## config.mk

```make
export PLATFORM = sky130hd
export DESIGN_NAME = tcs_event_unit
export DESIGN_NICKNAME = d
export VERILOG_FILES = /design/src/rtl/tcs_pkg.sv /design/src/rtl/tcs_load_tracker.sv /design/src/rtl/tcs_flag_bank.sv /design/src/rtl/tcs_irq_mask.sv /design/src/rtl/tcs_event_unit.sv
export SDC_FILE = /design/constraint.sdc
export NUM_CORES = 1
export LEC_CHECK = 0
export BUFFER_PORTS_ARGS = -buffer_cell sky130_fd_sc_hd__buf_2
export CAP_MARGIN = 20
export CORE_MARGIN = 2
export CORE_UTILIZATION = 40
export CTS_BUF_LIST = sky130_fd_sc_hd__clkbuf_4 sky130_fd_sc_hd__clkbuf_8
export CTS_CLUSTER_DIAMETER = 80
export DETAILED_ROUTE_END_ITERATION = 12
export PLACE_DENSITY = 0.79
export SYNTH_ARGS = -nofsm -noshare
export SYNTH_HDL_FRONTEND = slang
export SYNTH_SLANG_ARGS = --single-unit
```

## constraint.sdc

```tcl
create_clock -name clk -period 1.2 [get_ports clk]
set_input_delay 0 -clock clk [delete_from_list [all_inputs] [get_ports clk]]
set_output_delay 0 -clock clk [all_outputs]
set_load 0.005 [all_outputs]
```

## src/rtl/tcs_pkg.sv

```systemverilog
package tcs_pkg;
    localparam int EVT_W  = 8;
    localparam int STAT_W = 19;

    localparam int B_WRAP = 0;
    localparam int B_OVR  = 1;
    localparam int B_CMPA = 2;
    localparam int B_CMPB = 3;
    localparam int B_CMPC = 4;
    localparam int B_CAPA = 5;
    localparam int B_CAPB = 6;
    localparam int B_TRIG = 7;
    localparam int B_CKEN = 16;
    localparam int B_IOA  = 17;
    localparam int B_IOB  = 18;

    typedef enum logic {
        TRK_IDLE    = 1'b0,
        TRK_PENDING = 1'b1
    } trk_state_e;
endpackage

```

## src/rtl/tcs_load_tracker.sv

```systemverilog
module tcs_load_tracker
    import tcs_pkg::*;
(
    input  logic clk,
    input  logic rst_n,
    input  logic load_i,
    input  logic read_i,
    output logic overrun_o,
    output logic pending_o
);
    trk_state_e state_q, state_d;

    always_ff @(posedge clk or negedge rst_n) begin
        if (!rst_n) state_q <= TRK_IDLE;
        else        state_q <= state_d;
    end

    always_comb begin
        state_d   = state_q;
        overrun_o = 1'b0;
        unique case (state_q)
            TRK_IDLE: begin
                if (load_i) state_d = TRK_PENDING;
            end
            TRK_PENDING: begin
                if (load_i) begin
                    state_d   = TRK_PENDING;
                    overrun_o = !read_i;
                end else if (read_i) begin
                    state_d = TRK_IDLE;
                end
            end
            default: state_d = TRK_IDLE;
        endcase
    end

    assign pending_o = (state_q == TRK_PENDING);
endmodule

```

## src/rtl/tcs_flag_bank.sv

```systemverilog
module tcs_flag_bank #(
    parameter int W = 8
) (
    input  logic         clk,
    input  logic         rst_n,
    input  logic [W-1:0] set_i,
    input  logic         clr_i,
    output logic [W-1:0] flag_o
);
    for (genvar g = 0; g < W; g++) begin : g_flag
        always_ff @(posedge clk or negedge rst_n) begin
            if (!rst_n)         flag_o[g] <= 1'b0;
            else if (set_i[g])  flag_o[g] <= 1'b1;
            else if (clr_i)     flag_o[g] <= 1'b0;
        end
    end
endmodule

```

## src/rtl/tcs_irq_mask.sv

```systemverilog
module tcs_irq_mask #(
    parameter int W = 8
) (
    input  logic         clk,
    input  logic         rst_n,
    input  logic         en_wr,
    input  logic [W-1:0] en_bits,
    input  logic         dis_wr,
    input  logic [W-1:0] dis_bits,
    input  logic [W-1:0] flags_i,
    output logic [W-1:0] mask_o,
    output logic         irq_o
);
    logic [W-1:0] set_m, clr_m;

    assign set_m = en_wr  ? en_bits  : '0;
    assign clr_m = dis_wr ? dis_bits : '0;

    always_ff @(posedge clk or negedge rst_n) begin
        if (!rst_n) mask_o <= '0;
        else        mask_o <= (mask_o | set_m) & ~clr_m;
    end

    assign irq_o = |(flags_i & mask_o);
endmodule

```

## src/rtl/tcs_event_unit.sv

```systemverilog
module tcs_event_unit
    import tcs_pkg::*;
(
    input  logic              clk,
    input  logic              rst_n,
    input  logic              wave_mode,
    input  logic              ev_wrap,
    input  logic              ev_cmp_a,
    input  logic              ev_cmp_b,
    input  logic              ev_cmp_c,
    input  logic              ev_cap_a,
    input  logic              ev_cap_b,
    input  logic              ev_trig,
    input  logic              rd_a,
    input  logic              rd_b,
    input  logic              rd_status,
    input  logic              clk_en_live,
    input  logic              io_a_lvl,
    input  logic              io_b_lvl,
    input  logic              ien_wr,
    input  logic [EVT_W-1:0]  ien_data,
    input  logic              idis_wr,
    input  logic [EVT_W-1:0]  idis_data,
    output logic [STAT_W-1:0] status_o,
    output logic [EVT_W-1:0]  mask_o,
    output logic              irq_o
);
    localparam int NTRK = 2;

    logic [NTRK-1:0] cap_ev, rd_ev, ovr_ev, pend;
    logic [EVT_W-1:0] set_vec, flags, vis_mask, vis_flags;

    // Capture strobes only count in capture mode
    assign cap_ev = wave_mode ? '0 : {ev_cap_b, ev_cap_a};
    assign rd_ev  = {rd_b, rd_a};

    for (genvar t = 0; t < NTRK; t++) begin : g_trk
        tcs_load_tracker u_trk (
            .clk       (clk),
            .rst_n     (rst_n),
            .load_i    (cap_ev[t]),
            .read_i    (rd_ev[t]),
            .overrun_o (ovr_ev[t]),
            .pending_o (pend[t])
        );
    end

    always_comb begin
        set_vec         = '0;
        set_vec[B_WRAP] = ev_wrap;
        set_vec[B_OVR]  = |ovr_ev;
        set_vec[B_CMPA] = ev_cmp_a & wave_mode;
        set_vec[B_CMPB] = ev_cmp_b & wave_mode;
        set_vec[B_CMPC] = ev_cmp_c;
        set_vec[B_CAPA] = cap_ev[0];
        set_vec[B_CAPB] = cap_ev[1];
        set_vec[B_TRIG] = ev_trig;
    end

    tcs_flag_bank #(.W(EVT_W)) u_flags (
        .clk    (clk),
        .rst_n  (rst_n),
        .set_i  (set_vec),
        .clr_i  (rd_status),
        .flag_o (flags)
    );

    // Mode-dependent visibility of stored flags
    always_comb begin
        vis_mask = '1;
        if (wave_mode) begin
            vis_mask[B_OVR]  = 1'b0;
            vis_mask[B_CAPA] = 1'b0;
            vis_mask[B_CAPB] = 1'b0;
        end else begin
            vis_mask[B_CMPA] = 1'b0;
            vis_mask[B_CMPB] = 1'b0;
        end
    end

    assign vis_flags = flags & vis_mask;

    tcs_irq_mask #(.W(EVT_W)) u_mask (
        .clk      (clk),
        .rst_n    (rst_n),
        .en_wr    (ien_wr),
        .en_bits  (ien_data),
        .dis_wr   (idis_wr),
        .dis_bits (idis_data),
        .flags_i  (vis_flags),
        .mask_o   (mask_o),
        .irq_o    (irq_o)
    );

    always_comb begin
        status_o              = '0;
        status_o[EVT_W-1:0]   = vis_flags;
        status_o[B_CKEN]      = clk_en_live;
        status_o[B_IOA]       = io_a_lvl;
        status_o[B_IOB]       = io_b_lvl;
    end

    logic unused_pend;
    assign unused_pend = ^pend;
endmodule

```

==> PnR_summary.wiki, run 1 <==
{| class="wikitable"
! Metric !! Value
|-
| Outcome || complete, but fails checks
|-
| Violations in the final reports || negative setup slack
|-
| Internal power summed over all cells || 1060 uW
|-
| Count of different cell masters after synthesis || 22
|-
| NumNets Final || 193
|-
| DRC Markers || 0
|-
| Die Span Y || 50.3 um
|-
| Sequential share of the synthesized area || 0.525
|-
| Post-route minimum period || 1.27 ns
|-
| Max Cap Viol || 0
|-
| IO Pins || 62
|-
| TritonCTS clock tree || done
|-
| Proportion of layout cells with a drive suffix above 1 || 0.399
|-
| Area of all placed cells without fillers || 1400 sq um
|-
| IO Port Bufs || 47
|-
| Combined area of all synthesized cells || 858 sq um
|-
| Overall global routing resource usage || 0.213
|-
| # diodes || 0
|-
| Overall die area || 2530 sq um
|-
| Yosys Warn Count || 0
|-
| Highest-delay cell along the critical path || sky130_fd_sc_hd__dfrtp_1
|-
| Data arrival, critical path || 1.27 ns
|-
| Largest fanout on the critical path || 2
|-
| Total clock buffers created by CTS || 3
|-
| Met3 wirelength from detailed routing || 155 um
|-
| Std-Cell Core Area || 2000 sq um
|-
| Kind of end point of the critical path || output port
|-
| Drt total wl || 2.49 mm
|-
| Startpoint type of the worst setup path || flip-flop
|-
| Largest net degree at the start of global routing || 19
|-
| Row count || 16
|-
| Clock sink total || 18
|-
| Worst path max stage delay || 0.42 ns
|-
| Placed instance area || 1030 sq um
|-
| Final setup violation count || 1
|-
| Buffer depth of the longest clock path || 2
|-
| Via count || 873
|-
| Clock power share || 0.258
|-
| Fraction of the cycle the final worst path needs || 1.06
|-
| Static leakage power || 0.000722 uW
|-
| Insertion delay to the later sink of the worst-skew pair || 0.29 ns
|-
| Wire length of the first global-routing pass || 4.07 mm
|-
| Post-Syn Area per Cell || 10.3 sq um
|-
| Antenna-violating nets left || 0
|-
| Mean routed wirelength per cell || 13.5 um
|-
| Achievable Freq || 0.787 GHz
|-
| Vias per cell || 4.72
|-
| Total congestion overflow after global routing || 0
|-
| Effective utilization at floorplan || 0.429
|-
| Gate count after technology mapping || 83
|-
| Antenna violations before repair || 0
|-
| Highest routing layer actually used || met4
|-
| Clock H-tree levels || 1
|-
| Peak supply drop || 0.662 mV
|-
| Clk Tree Root Cell || sky130_fd_sc_hd__clkbuf_4
|-
| Required arrival time at the worst endpoint || 1.20 ns
|-
| M1 wire length || 921 um
|-
| Detailed Route Iter0 Violations || 9
|-
| Sequential cell fraction of total power || 0.494
|-
| Worst Setup Slack, final || -0.0704 ns
|-
| Number of hold violations in the final report || 0
|-
| Power density relative to cell area || 1030 nW/um^2
|-
| Vias in the first global route || 959
|-
| Detailed placer's ending HPWL || 1.49 mm
|-
| Horiz. Die Dim || 50.3 um
|-
| Worst hold path class || in -> out
|-
| Max Transition Viols Final || 0
|-
| Area Growth Syn to Fin || 63.0%
|-
| RSZ-0062 raised after global routing || true
|-
| Met2 wire len || 1.35 mm
|-
| Clock slew at the register clock pins of the worst setup and hold paths || 0.11 ns
|-
| Setup Crit Path Kind || reg -> out
|-
| Comb power frac || 0.247
|-
| Last weighted congestion value of the routability-driven placer || 0.725
|-
| Net switching share of the total power || 0.264
|-
| Clock tree skew after final layout || 0.00440 ns
|-
| Psw || 379 uW
|-
| Number of optimization iterations in the first detailed-route pass || 4
|-
| Total power consumption of the routed design || 1440 uW
|-
| List of cells traversed by the critical path || a22oi_2 -> a22o_1 -> nand3_1 -> buf_2
|-
| Register bit total from synthesis || 18
|}
==> synthesized netlist by cell type, drive strengths merged <==
cell type  instances  area [sq um]
a21o               3          22.5
a21oi             17          85.1
a222oi             1          10.0
a22o               3          26.3
a22oi              1          7.51
and2               2          12.5
buf               16           118
clkbuf             1          3.75
conb               1          3.75
dfrtp             18           450
inv                5          18.8
nand2              3          11.3
nand2b             2          27.5
nand3              1          5.00
nor2               2          7.51
nor2b              1          6.26
o21ai              4          20.0
o311ai             1          16.3
or3                1          6.26
==> kinds of logic after synthesis <==
family / share of synthesized area
compound gates: 0.219
buf+inv: 0.163
flops: 0.525
other cells: 0.00437
simple gates: 0.0889
==> per-layer routing <==
metal  vias up  GRT usage
li1        411          -
met1       406      0.211
met2        48      0.410
met3         8     0.0446
met4         0      0.108
met5         -          0
==> what timing repair did <==
item                                    4_1_cts  5_1_grt
hold buffers                                 29        1
buffers inserted                              3        3
gates resized for setup                       0        2
pin swaps                                     2        2
hold endpoints to repair                     36        1
endpoints found under the setup margin        1        3
==> registers in the layout, indices dropped and copies added (netlist names) <==
name	count
u_flags.flag_o	8
g_trk.u_trk.pending_o	2
u_mask.mask_o	8
==> power by group through the flow <==
| stage | registers [uW] | clock network (uW) | logic [uW] |
|---|---|---|---|
| after floorplan | 713 | 0 | 147 |
| after global placement | 715 | 0 | 239 |
| after detailed placement | 720 | 0 | 244 |
| after CTS | 705 | 381 | 340 |
| after global routing | 717 | 411 | 399 |
| final | 711 | 372 | 356 |
==> critical path, delay by kind of cell, from the launching register on <==
family,cells,cell delay [ns]
AOI/OAI and AO/OA,2,0.35
DFF,1,0.42
buffers and inverters,1,0.14
and+or+nand+nor,1,0.07
==> cell usage in the layout (no fill, tap or decap) <==
master / netlist / final
sky130_fd_sc_hd__buf_2: 1 / 47
sky130_fd_sc_hd__dlygate4sd3_1: 0 / 28
sky130_fd_sc_hd__dfrtp_1: 18 / 18
sky130_fd_sc_hd__a21oi_1: 17 / 17
sky130_fd_sc_hd__conb_1: 1 / 8
sky130_fd_sc_hd__buf_4: 15 / 6
sky130_fd_sc_hd__inv_1: 4 / 3
sky130_fd_sc_hd__o21ai_0: 3 / 3
sky130_fd_sc_hd__nand2_1: 3 / 3
sky130_fd_sc_hd__a22o_1: 3 / 3
sky130_fd_sc_hd__a21o_1: 3 / 3
sky130_fd_sc_hd__clkbuf_4: 0 / 3
sky130_fd_sc_hd__nand2b_4: 2 / 2
sky130_fd_sc_hd__and2_1: 2 / 2
sky130_fd_sc_hd__nor2_1: 2 / 2
sky130_fd_sc_hd__inv_2: 1 / 2
sky130_fd_sc_hd__nor2b_1: 1 / 1
sky130_fd_sc_hd__a22oi_2: 0 / 1
sky130_fd_sc_hd__a222oi_1: 1 / 1
sky130_fd_sc_hd__nand3_1: 1 / 1
sky130_fd_sc_hd__or3_1: 1 / 1
sky130_fd_sc_hd__o311ai_2: 1 / 1
sky130_fd_sc_hd__o21ai_1: 1 / 1
sky130_fd_sc_hd__clkbuf_8: 0 / 1
==> path summary, 6_finish.rpt <==
path	start	end	slack, ns	cells past startpoint
setup reg to reg	g_trk[1].u_trk.pending_o	u_flags.flag_o[1]	0.29	3
max in group asynchronous	rst_n	u_flags.flag_o[7]	0.74	2
hold reg to reg	u_flags.flag_o[2]	u_flags.flag_o[2]	0.50	1
setup / recovery	u_flags.flag_o[6]	irq_o	-0.07	4
min in group asynchronous	rst_n	u_mask.mask_o[6]	0.17	2
hold / removal	clk_en_live	status_o[16]	0.000002	0
==> per-stage QoR <==
stage / worst slack (ns) / TNS, ns / utilization / cells / hold WS [ns]
CTS: -0.0865 / -0.0865 / 0.690 / 183 / 0.0000346
finish: -0.0704 / -0.0704 / 0.699 / 185 / 0.00000230
floorplan: 0.356 / 0 / - / 90 / -0.296
global route: -0.147 / -0.147 / 0.699 / 185 / 0.0000119
global placement: 0.285 / 0 / 0.516 / 147 / -0.0536
detailed placement: 0.229 / 0 / 0.516 / 147 / -0.0540
==> layout make-up <==
type	instances	area [sq um]
inverter	5	18.8
fill	170	603
timing repair buffer	81	561
sequential	18	450
multi-input combinational	50	299
tap	27	33.8
clock buffer	4	36.3
No activity file was read; power rests on OpenSTA's default activity.
==> run 2, diff against run 1 <==
--- a/config.mk
+++ b/config.mk
@@ -5,14 +5,14 @@
 export SDC_FILE = /design/constraint.sdc
 export NUM_CORES = 1
 export LEC_CHECK = 0
+export ABC_AREA = 1
 export BUFFER_PORTS_ARGS = -buffer_cell sky130_fd_sc_hd__buf_2
-export CAP_MARGIN = 20
 export CORE_MARGIN = 2
 export CORE_UTILIZATION = 40
 export CTS_BUF_LIST = sky130_fd_sc_hd__clkbuf_4 sky130_fd_sc_hd__clkbuf_8
 export CTS_CLUSTER_DIAMETER = 80
 export DETAILED_ROUTE_END_ITERATION = 12
-export PLACE_DENSITY = 0.79
+export PLACE_DENSITY = 0.76
 export SYNTH_ARGS = -nofsm -noshare
 export SYNTH_HDL_FRONTEND = slang
 export SYNTH_SLANG_ARGS = --single-unit
==> run 2 against run 1 <==
  * The run ends with negative hold slack left
  * Design area grew 3.7%
  * Synthesized area is 15% higher
  * Clock skew shrank 0.0044 ns
  * Largest cell class unchanged
==> PnR_summary.wiki, run 2 <==
{| class="wikitable"
! Metric !! Value
|-
| Outcome || complete, but fails checks (unchanged)
|-
| Violations in the final reports || negative hold slack (was negative setup slack)
|-
| Die Span Y || 53.6 um (was 50.3 um)
|-
| TritonCTS clock tree || done (unchanged)
|-
| Required arrival time at the worst endpoint || 1.20 ns (about the same)
|-
| RSZ-0062 raised after global routing || false (was true)
|-
| Final setup violation count || 0 (was 1)
|-
| Mean routed wirelength per cell || 11.8 um (was 13.5 um)
|-
| IO Pins || 62 (unchanged)
|-
| Max Transition Viols Final || 0 (unchanged)
|-
| Leading cell types by total area after synthesis || sky130_fd_sc_hd__dfrtp_1 (46%), sky130_fd_sc_hd__nand2_1 (11%), sky130_fd_sc_hd__buf_4 (11%), sky130_fd_sc_hd__inv_1 (9.1%), sky130_fd_sc_hd__nand3_2 (3.0%) (was sky130_fd_sc_hd__dfrtp_1 (52%), sky130_fd_sc_hd__buf_4 (13%), sky130_fd_sc_hd__a21oi_1 (9.9%), sky130_fd_sc_hd__nand2b_4 (3.2%), sky130_fd_sc_hd__a22o_1 (3.1%))
|-
| Antenna-violating nets left || 0 (unchanged)
|-
| Number of hold violations in the final report || 1 (was 0)
|-
| Overall global routing resource usage || 0.202 (was 0.213)
|-
| Post-CTS resize count || 0 (unchanged)
|-
| Buffer depth of the longest clock path || 2 (unchanged)
|-
| Leading cell type in the layout, fill and taps excluded || sky130_fd_sc_hd__buf_2 (unchanged)
|-
| Top cells by instance count after synthesis || sky130_fd_sc_hd__nand2_1 (30), sky130_fd_sc_hd__inv_1 (24), sky130_fd_sc_hd__dfrtp_1 (18), sky130_fd_sc_hd__buf_4 (14), sky130_fd_sc_hd__o21ai_1 (6) (was sky130_fd_sc_hd__dfrtp_1 (18), sky130_fd_sc_hd__a21oi_1 (17), sky130_fd_sc_hd__buf_4 (15), sky130_fd_sc_hd__inv_1 (4))
|-
| Setup Crit Path Kind || reg -> out (unchanged)
|-
| Gate count after technology mapping || 122 (was 83)
|-
| List of cells traversed by the critical path || nand2_1 -> nand3_1 -> nor2_2 -> nand2_1 -> buf_2 (was a22oi_2 -> a22o_1 -> nand3_1 -> buf_2)
|-
| Total congestion overflow after global routing || 0 (unchanged)
|-
| Antenna violations before repair || 0 (unchanged)
|-
| Std-Cell Core Area || 2280 sq um (was 2000 sq um)
|-
| Top Family by Delay on Critical Path || flip-flops (unchanged)
|-
| Detailed placer's ending HPWL || 1.74 mm (was 1.49 mm)
|-
| Row count || 17 (was 16)
|-
| Clock tree skew after final layout || 0.0000122 ns (was 0.00440 ns)
|-
| Data arrival, critical path || 1.14 ns (was 1.27 ns)
|-
| Number of optimization iterations in the first detailed-route pass || 4 (unchanged)
|-
| Largest net degree at the start of global routing || 19 (unchanged)
|-
| Count of different cell masters after synthesis || 18 (was 22)
|-
| Area of the multi-input gates || 337 sq um (was 299 sq um)
|-
| Highest-delay cell along the critical path || sky130_fd_sc_hd__dfrtp_1 (unchanged)
|-
| Register bit total from synthesis || 18 (unchanged)
|-
| Drt total wl || 2.56 mm (was 2.49 mm)
|-
| Power density relative to cell area || 993 nW/um^2 (was 1030 nW/um^2)
|-
| Number of enable-type register cells in the synthesized netlist || 0 (unchanged)
|-
| # diodes || 0 (unchanged)
|-
| Sequential share of the synthesized area || 0.457 (was 0.525)
|-
| Startpoint type of the worst setup path || flip-flop (unchanged)
|-
| Post-Syn Area per Cell || 8.08 sq um (was 10.3 sq um)
|-
| Vias per cell || 4.50 (was 4.72)
|-
| Area Growth Syn to Fin || 47.1% (was 63.0%)
|-
| Flip-flop cell with the highest count after synthesis || sky130_fd_sc_hd__dfrtp_1 (unchanged)
|-
| Clock H-tree levels || 1 (unchanged)
|-
| Kind of end point of the critical path || output port (unchanged)
|-
| Worst Hold Slack || -0.00152 ns (was 0.00000230 ns)
|-
| Clock slew at the register clock pins of the worst setup and hold paths || 0.10 ns (was 0.11 ns)
|-
| Total clock buffers created by CTS || 3 (unchanged)
|-
| Detailed Route Iter0 Violations || 13 (was 9)
|-
| Setup tns final || 0 ns (was -0.0704 ns)
|-
| Filler instances || 190 (was 170)
|-
| Achievable Freq || 0.876 GHz (was 0.787 GHz)
|-
| Commonest cells after routing, fill and taps aside || sky130_fd_sc_hd__buf_2 (47), sky130_fd_sc_hd__nand2_1 (30), sky130_fd_sc_hd__dlygate4sd3_1 (25), sky130_fd_sc_hd__inv_1 (24), sky130_fd_sc_hd__dfrtp_1 (18) (was sky130_fd_sc_hd__buf_2 (47), sky130_fd_sc_hd__dlygate4sd3_1 (28), sky130_fd_sc_hd__dfrtp_1 (18), sky130_fd_sc_hd__a21oi_1 (17), sky130_fd_sc_hd__conb_1 (8))
|-
| Largest fanout on the critical path || 3 (was 2)
|-
| Yosys top cell area share || 0.457 (was 0.525)
|-
| Horiz. Die Dim || 53.6 um (was 50.3 um)
|-
| Clock sink total || 18 (unchanged)
|-
| Depth of the most critical reg-to-reg path || 3 (unchanged)
|-
| Combined area of all synthesized cells || 986 sq um (was 858 sq um)
|-
| Last weighted congestion value of the routability-driven placer || 0.747 (was 0.725)
|-
| Hold path depth || 5 (was 0)
|-
| Worst Setup Slack, final || 0.0581 ns (was -0.0704 ns)
|-
| Cell mode on critical path || sky130_fd_sc_hd__nand2_1
|-
| Proportion of layout cells with a drive suffix above 1 || 0.339 (was 0.399)
|-
| Effective utilization at floorplan || 0.433 (was 0.429)
|-
| Highest routing layer actually used || met4 (unchanged)
|-
| Met3 wirelength from detailed routing || 152 um (was 155 um)
|-
| Setup Slack @ Placement || 0.374 ns (was 0.229 ns)
|-
| Yosys Warn Count || 0 (unchanged)
|-
| Clk Tree Root Cell || sky130_fd_sc_hd__clkbuf_4 (unchanged)
|-
| Fraction of the cycle the final worst path needs || 0.952 (was 1.06)
|-
| Overall die area || 2880 sq um (was 2530 sq um)
|-
| Peak supply drop || 0.703 mV (was 0.662 mV)
|-
| Critical Path Stages || 5 (was 4)
|-
| Post-route minimum period || 1.14 ns (was 1.27 ns)
|-
| Wire length of the first global-routing pass || 4.03 mm (was 4.07 mm)
|-
| M1 wire length || 1.01 mm (was 921 um)
|-
| Via count || 977 (was 873)
|-
| NumNets Final || 224 (was 193)
|-
| Met2 wire len || 1.34 mm (was 1.35 mm)
|-
| Max Cap Viol || 0 (unchanged)
|-
| Top-count cell post-synth || sky130_fd_sc_hd__nand2_1 (was sky130_fd_sc_hd__dfrtp_1)
|-
| Worst hold path class || in -> reg (was in -> out)
|-
| Worst path max stage delay || 0.42 ns (about the same)
|-
| Async SR Flop Fraction || 1.00 (unchanged)
|-
| Insertion delay to the later sink of the worst-skew pair || 0.30 ns (was 0.29 ns)
|-
| DRC Markers || 0 (unchanged)
|-
| Vias in the first global route || 943 (was 959)
|-
| Register area || 450 sq um (unchanged)
|-
| Worst Path Buf+Inv || 1 (unchanged)
|-
| IO Port Bufs || 47 (unchanged)
|-
| Largest area contributor in the synthesized netlist || sky130_fd_sc_hd__dfrtp_1 (unchanged)
|-
| Static leakage power || 0.000866 uW (was 0.000722 uW)
|}
run 2: final timing paths:
path	from	end	slack [ns]
setup reg to reg	u_mask.mask_o[7]	u_mask.mask_o[7]	0.36
hold reg to reg	g_trk[1].u_trk.pending_o	g_trk[1].u_trk.pending_o	0.50
setup / recovery	u_mask.mask_o[7]	irq_o	0.06
hold / removal	ien_data[4]	u_mask.mask_o[4]	-0.002
max in group asynchronous	rst_n	u_mask.mask_o[0]	0.77
min in group asynchronous	rst_n	u_mask.mask_o[5]	0.15
run 2: report_power, final:
part,total (uW),switching [uW],internal [uW]
registers,713,48.0,665
clock network,384,199,185
logic,343,158,185
run 2: kinds of logic after synthesis:
kind of cell / synth area share
and+or+nand+nor: 0.222
buffers and inverters: 0.228
DFF: 0.457
AOI/OAI and AO/OA: 0.0888
other: 0.00380
run 2: worst reg2reg max path: cells and delay by family (launching register included):
kind | cells | cell delay (ns)
flip-flops | 1 | 0.42
buffers and inverters | 2 | 0.19
AO/OA/AOI/OAI | 1 | 0.13
run 2: through the flow:
stage / util / hold slack, ns / area, sq um / std cells / power [uW]
finish: 0.637 / -0.00152 / 1450 / 217 / 1440
global route: 0.637 / 0.0000151 / 1450 / 217 / 1530
CTS: 0.638 / 0.0000601 / 1450 / 217 / 1440
detailed placement: 0.508 / -0.0485 / 1160 / 187 / 998
global placement: 0.508 / -0.0524 / 1160 / 187 / 987
floorplan: - / -0.296 / 1010 / 129 / 892
run 2: final cells by class:
cell class / instances / area share
Tap cell: 28 / 0.0242
Clock buffer: 4 / 0.0250
Timing Repair Buffer: 73 / 0.340
Sequential cell: 18 / 0.311
Inverter: 25 / 0.0682
Multi-Input combinational cell: 69 / 0.232
run 2: layer usage:
layer,track usage,vias to the layer above
li1,-,478
met1,0.227,449
met2,0.370,44
met3,0.0278,6
met4,0.103,0
met5,0,-
run 2: timing repair:
| item | CTS | global route |
|---|---|---|
| hold buffers | 26 | 0 |
| endpoints found under the setup margin | 0 | 2 |
| endpoints found under the hold margin | 36 | 0 |
| setup buffers | 0 | 1 |
==> run 3, diff against run 2 <==
--- a/config.mk
+++ b/config.mk
@@ -7,12 +7,14 @@
 export LEC_CHECK = 0
 export ABC_AREA = 1
 export BUFFER_PORTS_ARGS = -buffer_cell sky130_fd_sc_hd__buf_2
+export CORE_ASPECT_RATIO = 0.6
 export CORE_MARGIN = 2
-export CORE_UTILIZATION = 40
+export CORE_UTILIZATION = 43
 export CTS_BUF_LIST = sky130_fd_sc_hd__clkbuf_4 sky130_fd_sc_hd__clkbuf_8
 export CTS_CLUSTER_DIAMETER = 80
 export DETAILED_ROUTE_END_ITERATION = 12
-export PLACE_DENSITY = 0.76
+export PLACE_DENSITY = 0.81
+export SETUP_SLACK_MARGIN = 0.5
 export SYNTH_ARGS = -nofsm -noshare
 export SYNTH_HDL_FRONTEND = slang
 export SYNTH_SLANG_ARGS = --single-unit
==> run 3 against run 2 <==
  * The run still ends with negative hold slack left
  * Largest power group unchanged
  * Setup slack gained 0.053 ns
  * Total power is 1.9% higher
  * Clock power is 5.5% higher
  * Combinational power is 2% higher
  * Die area decreased by 6.0%
  * Routed wire length down 9.2%
  * Cell count decreased by 4.1%
  * Sequential power barely moved
  * Flip-flop and latch count stayed put
  * Hold slack worse by 0.0062 ns
  * Via count decreased by 6.8%
  * Largest cell class is now flip-flops and latches
  * Non-clock buffer count down 10
==> PnR_summary.wiki, run 3 (synthesis results as in run 2) <==
{| class="wikitable"
! Metric !! Value
|-
| Non-filler instance count after layout || 208 (was 217)
|-
| Static leakage power || 0.000855 uW (was 0.000866 uW)
|-
| Effective utilization at floorplan || 0.456 (was 0.433)
|-
| Wire length of the first global-routing pass || 3.48 mm (was 4.03 mm)
|-
| Clk Tree Root Cell || sky130_fd_sc_hd__clkbuf_8 (was sky130_fd_sc_hd__clkbuf_4)
|-
| Clock tree skew after final layout || 0.00250 ns (was 0.0000122 ns)
|-
| NumNets Final || 214 (was 224)
|-
| Number of hold violations in the final report || 2 (was 1)
|-
| Peak supply drop || 0.662 mV (was 0.703 mV)
|-
| List of cells traversed by the critical path || nand2_1 -> nand3_2 -> nor2_2 -> nand2_1 -> buf_2 (was nand2_1 -> nand3_1 -> nor2_2 -> nand2_1 -> buf_2)
|-
| TritonCTS clock tree || done (unchanged)
|-
| Dpl cells || 189 (was 187)
|-
| Largest fanout on the critical path || 2 (was 3)
|-
| Worst Path Buf+Inv || 1 (unchanged)
|-
| # diodes || 0 (unchanged)
|-
| Met3 wirelength from detailed routing || 193 um (was 152 um)
|-
| Proportion of layout cells with a drive suffix above 1 || 0.421 (was 0.339)
|-
| Cell mode on critical path || sky130_fd_sc_hd__nand2_1 (unchanged)
|-
| Via count || 911 (was 977)
|-
| Std-Cell Core Area || 2160 sq um (was 2280 sq um)
|-
| Max Transition Viols Final || 0 (unchanged)
|-
| Largest net degree at the start of global routing || 19 (unchanged)
|-
| Antenna-violating nets left || 0 (unchanged)
|-
| Power density relative to cell area || 1060 nW/um^2 (was 993 nW/um^2)
|-
| Worst hold path class || in -> reg (unchanged)
|-
| RSZ-0062 raised after global routing || true (was false)
|-
| Psw || 395 uW (was 405 uW)
|-
| Highest routing layer actually used || met4 (unchanged)
|-
| DRC Markers || 0 (unchanged)
|-
| Row count || 13 (was 17)
|-
| M1 wire length || 1.03 mm (was 1.01 mm)
|-
| Hold-fix buffers at CTS || 10 (was 26)
|-
| Die Span Y || 41.1 um (was 53.6 um)
|-
| IO Port Bufs || 47 (unchanged)
|-
| Setup Crit Path Kind || reg -> out (unchanged)
|-
| Overall die area || 2700 sq um (was 2880 sq um)
|-
| Detailed placer's ending HPWL || 1.63 mm (was 1.74 mm)
|-
| Total congestion overflow after global routing || 0 (unchanged)
|-
| Vias per cell || 4.38 (was 4.50)
|-
| Area Growth Syn to Fin || 40.2% (was 47.1%)
|-
| Worst Hold Slack || -0.00771 ns (was -0.00152 ns)
|-
| Insertion delay to the later sink of the worst-skew pair || 0.25 ns (was 0.30 ns)
|-
| Clock sink total || 18 (unchanged)
|-
| Setup tns final || 0 ns (unchanged)
|-
| Data arrival, critical path || 1.09 ns (was 1.14 ns)
|-
| Highest-delay cell along the critical path || sky130_fd_sc_hd__dfrtp_1 (unchanged)
|-
| Startpoint type of the worst setup path || flip-flop (unchanged)
|-
| Final setup violation count || 0 (unchanged)
|-
| Slack of the worst reg-to-reg path || 0.41 ns (was 0.36 ns)
|-
| Achievable Freq || 0.918 GHz (was 0.876 GHz)
|-
| Internal power summed over all cells || 1070 uW (was 1040 uW)
|-
| Detailed Route Iter0 Violations || 11 (was 13)
|-
| Clock H-tree levels || 1 (unchanged)
|-
| Kind of end point of the critical path || output port (unchanged)
|-
| Outcome || complete, but fails checks (unchanged)
|-
| Leading cell type in the layout, fill and taps excluded || sky130_fd_sc_hd__buf_2 (unchanged)
|-
| Top Family by Delay on Critical Path || flip-flops (unchanged)
|-
| Commonest cells after routing, fill and taps aside || sky130_fd_sc_hd__buf_2 (46), sky130_fd_sc_hd__nand2_1 (29), sky130_fd_sc_hd__inv_1 (20), sky130_fd_sc_hd__dfrtp_1 (18) (was sky130_fd_sc_hd__buf_2 (47), sky130_fd_sc_hd__nand2_1 (30), sky130_fd_sc_hd__dlygate4sd3_1 (25), sky130_fd_sc_hd__inv_1 (24), sky130_fd_sc_hd__dfrtp_1 (18))
|-
| Met2 wire len || 1.07 mm (was 1.34 mm)
|-
| Vias in the first global route || 788 (was 943)
|-
| Worst path max stage delay || 0.39 ns (was 0.42 ns)
|-
| Fraction of the cycle the final worst path needs || 0.907 (was 0.952)
|-
| Clock power share || 0.276 (was 0.267)
|-
| Total clock buffers created by CTS || 3 (unchanged)
|-
| Clock slew at the register clock pins of the worst setup and hold paths || 0.06 ns (was 0.10 ns)
|-
| Overall global routing resource usage || 0.183 (was 0.202)
|-
| Sequential cell fraction of total power || 0.486 (was 0.495)
|-
| Violations in the final reports || negative hold slack (unchanged)
|-
| Number of optimization iterations in the first detailed-route pass || 4 (unchanged)
|-
| Mean routed wirelength per cell || 11.2 um (was 11.8 um)
|-
| Last weighted congestion value of the routability-driven placer || 0.752 (was 0.747)
|-
| Post-route minimum period || 1.09 ns (was 1.14 ns)
|-
| Required arrival time at the worst endpoint || 1.20 ns (about the same)
|-
| Antenna violations before repair || 0 (unchanged)
|-
| Horiz. Die Dim || 65.8 um (was 53.6 um)
|-
| Comb power frac || 0.238 (about the same)
|-
| Max Cap Viol || 0 (unchanged)
|-
| Drt total wl || 2.32 mm (was 2.56 mm)
|-
| Buffer depth of the longest clock path || 2 (unchanged)
|-
| Net switching share of the total power || 0.269 (was 0.281)
|-
| IO Pins || 62 (unchanged)
|-
| Filler instances || 191 (was 190)
|}
run 3: cell types whose count changed in the layout (fill, tap and decap cells not counted), moves of 3 or more:
| cell | before | now |
|---|---|---|
| sky130_fd_sc_hd__buf_6 | 0 | 5 |
| sky130_fd_sc_hd__clkbuf_4 | 3 | 0 |
| sky130_fd_sc_hd__o21ai_0 | 3 | 0 |
| sky130_fd_sc_hd__dlygate4sd3_1 | 25 | 8 |
| sky130_fd_sc_hd__inv_1 | 24 | 20 |
| sky130_fd_sc_hd__inv_2 | 0 | 4 |
run 3: stage by stage:
step / power [uW] / worst slack, ns / area, sq um / utilization
2_1_floorplan: 893 / 0.503 / 1010 / -
3_3_place_gp: 986 / 0.362 / 1160 / 0.536
3_5_place_dp: 994 / 0.332 / 1160 / 0.536
4_1_cts: 1460 / 0.106 / 1350 / 0.623
5_1_grt: 1550 / 0.0305 / 1380 / 0.639
6_report: 1470 / 0.111 / 1380 / 0.639
run 3: metal layers:
metal,GRT usage,up-vias
met1,0.221,406
met4,0.0677,0
li1,-,458
met3,0.0632,4
met5,0,-
met2,0.316,43
run 3: power groups by stage:
| stage | Sequential, uW | Clock (uW) | Combinational [uW] |
|---|---|---|---|
| final | 713 | 405 | 350 |
| after global routing | 722 | 438 | 394 |
| after CTS | 711 | 419 | 328 |
| after detailed placement | 722 | 0 | 272 |
| after global placement | 718 | 0 | 268 |
| after floorplan | 719 | 0 | 174 |
run 3: worst paths after layout:
| path | start | endpoint | cells past startpoint |
|---|---|---|---|
| max | u_flags.flag_o[0] | irq_o | 5 |
| min reg2reg | g_trk[0].u_trk.pending_o | g_trk[0].u_trk.pending_o | 2 |
| min in group asynchronous | rst_n | u_flags.flag_o[2] | 2 |
| max reg2reg | u_mask.mask_o[0] | u_mask.mask_o[0] | 3 |
| min | ev_cmp_a | u_flags.flag_o[2] | 2 |
| max in group asynchronous | rst_n | u_mask.mask_o[4] | 2 |
run 3: layout make-up:
type                    instances  area [sq um]  area share
flip-flops and latches         18           450       0.326
repair buffers                 63           407       0.294
multi-input cells              69           348       0.252
inverters                      25          98.8      0.0715
clock buffers                   3          41.3      0.0299
well taps                      30          37.5      0.0271
run 3: what timing repair did:
item / in CTS / in global routing
endpoints found under the setup margin: 23 / 34
hold endpoints to repair: 28 / 2
pin swaps: 5 / 6
gates resized for setup: 6 / 10
setup buffers: 4 / 2
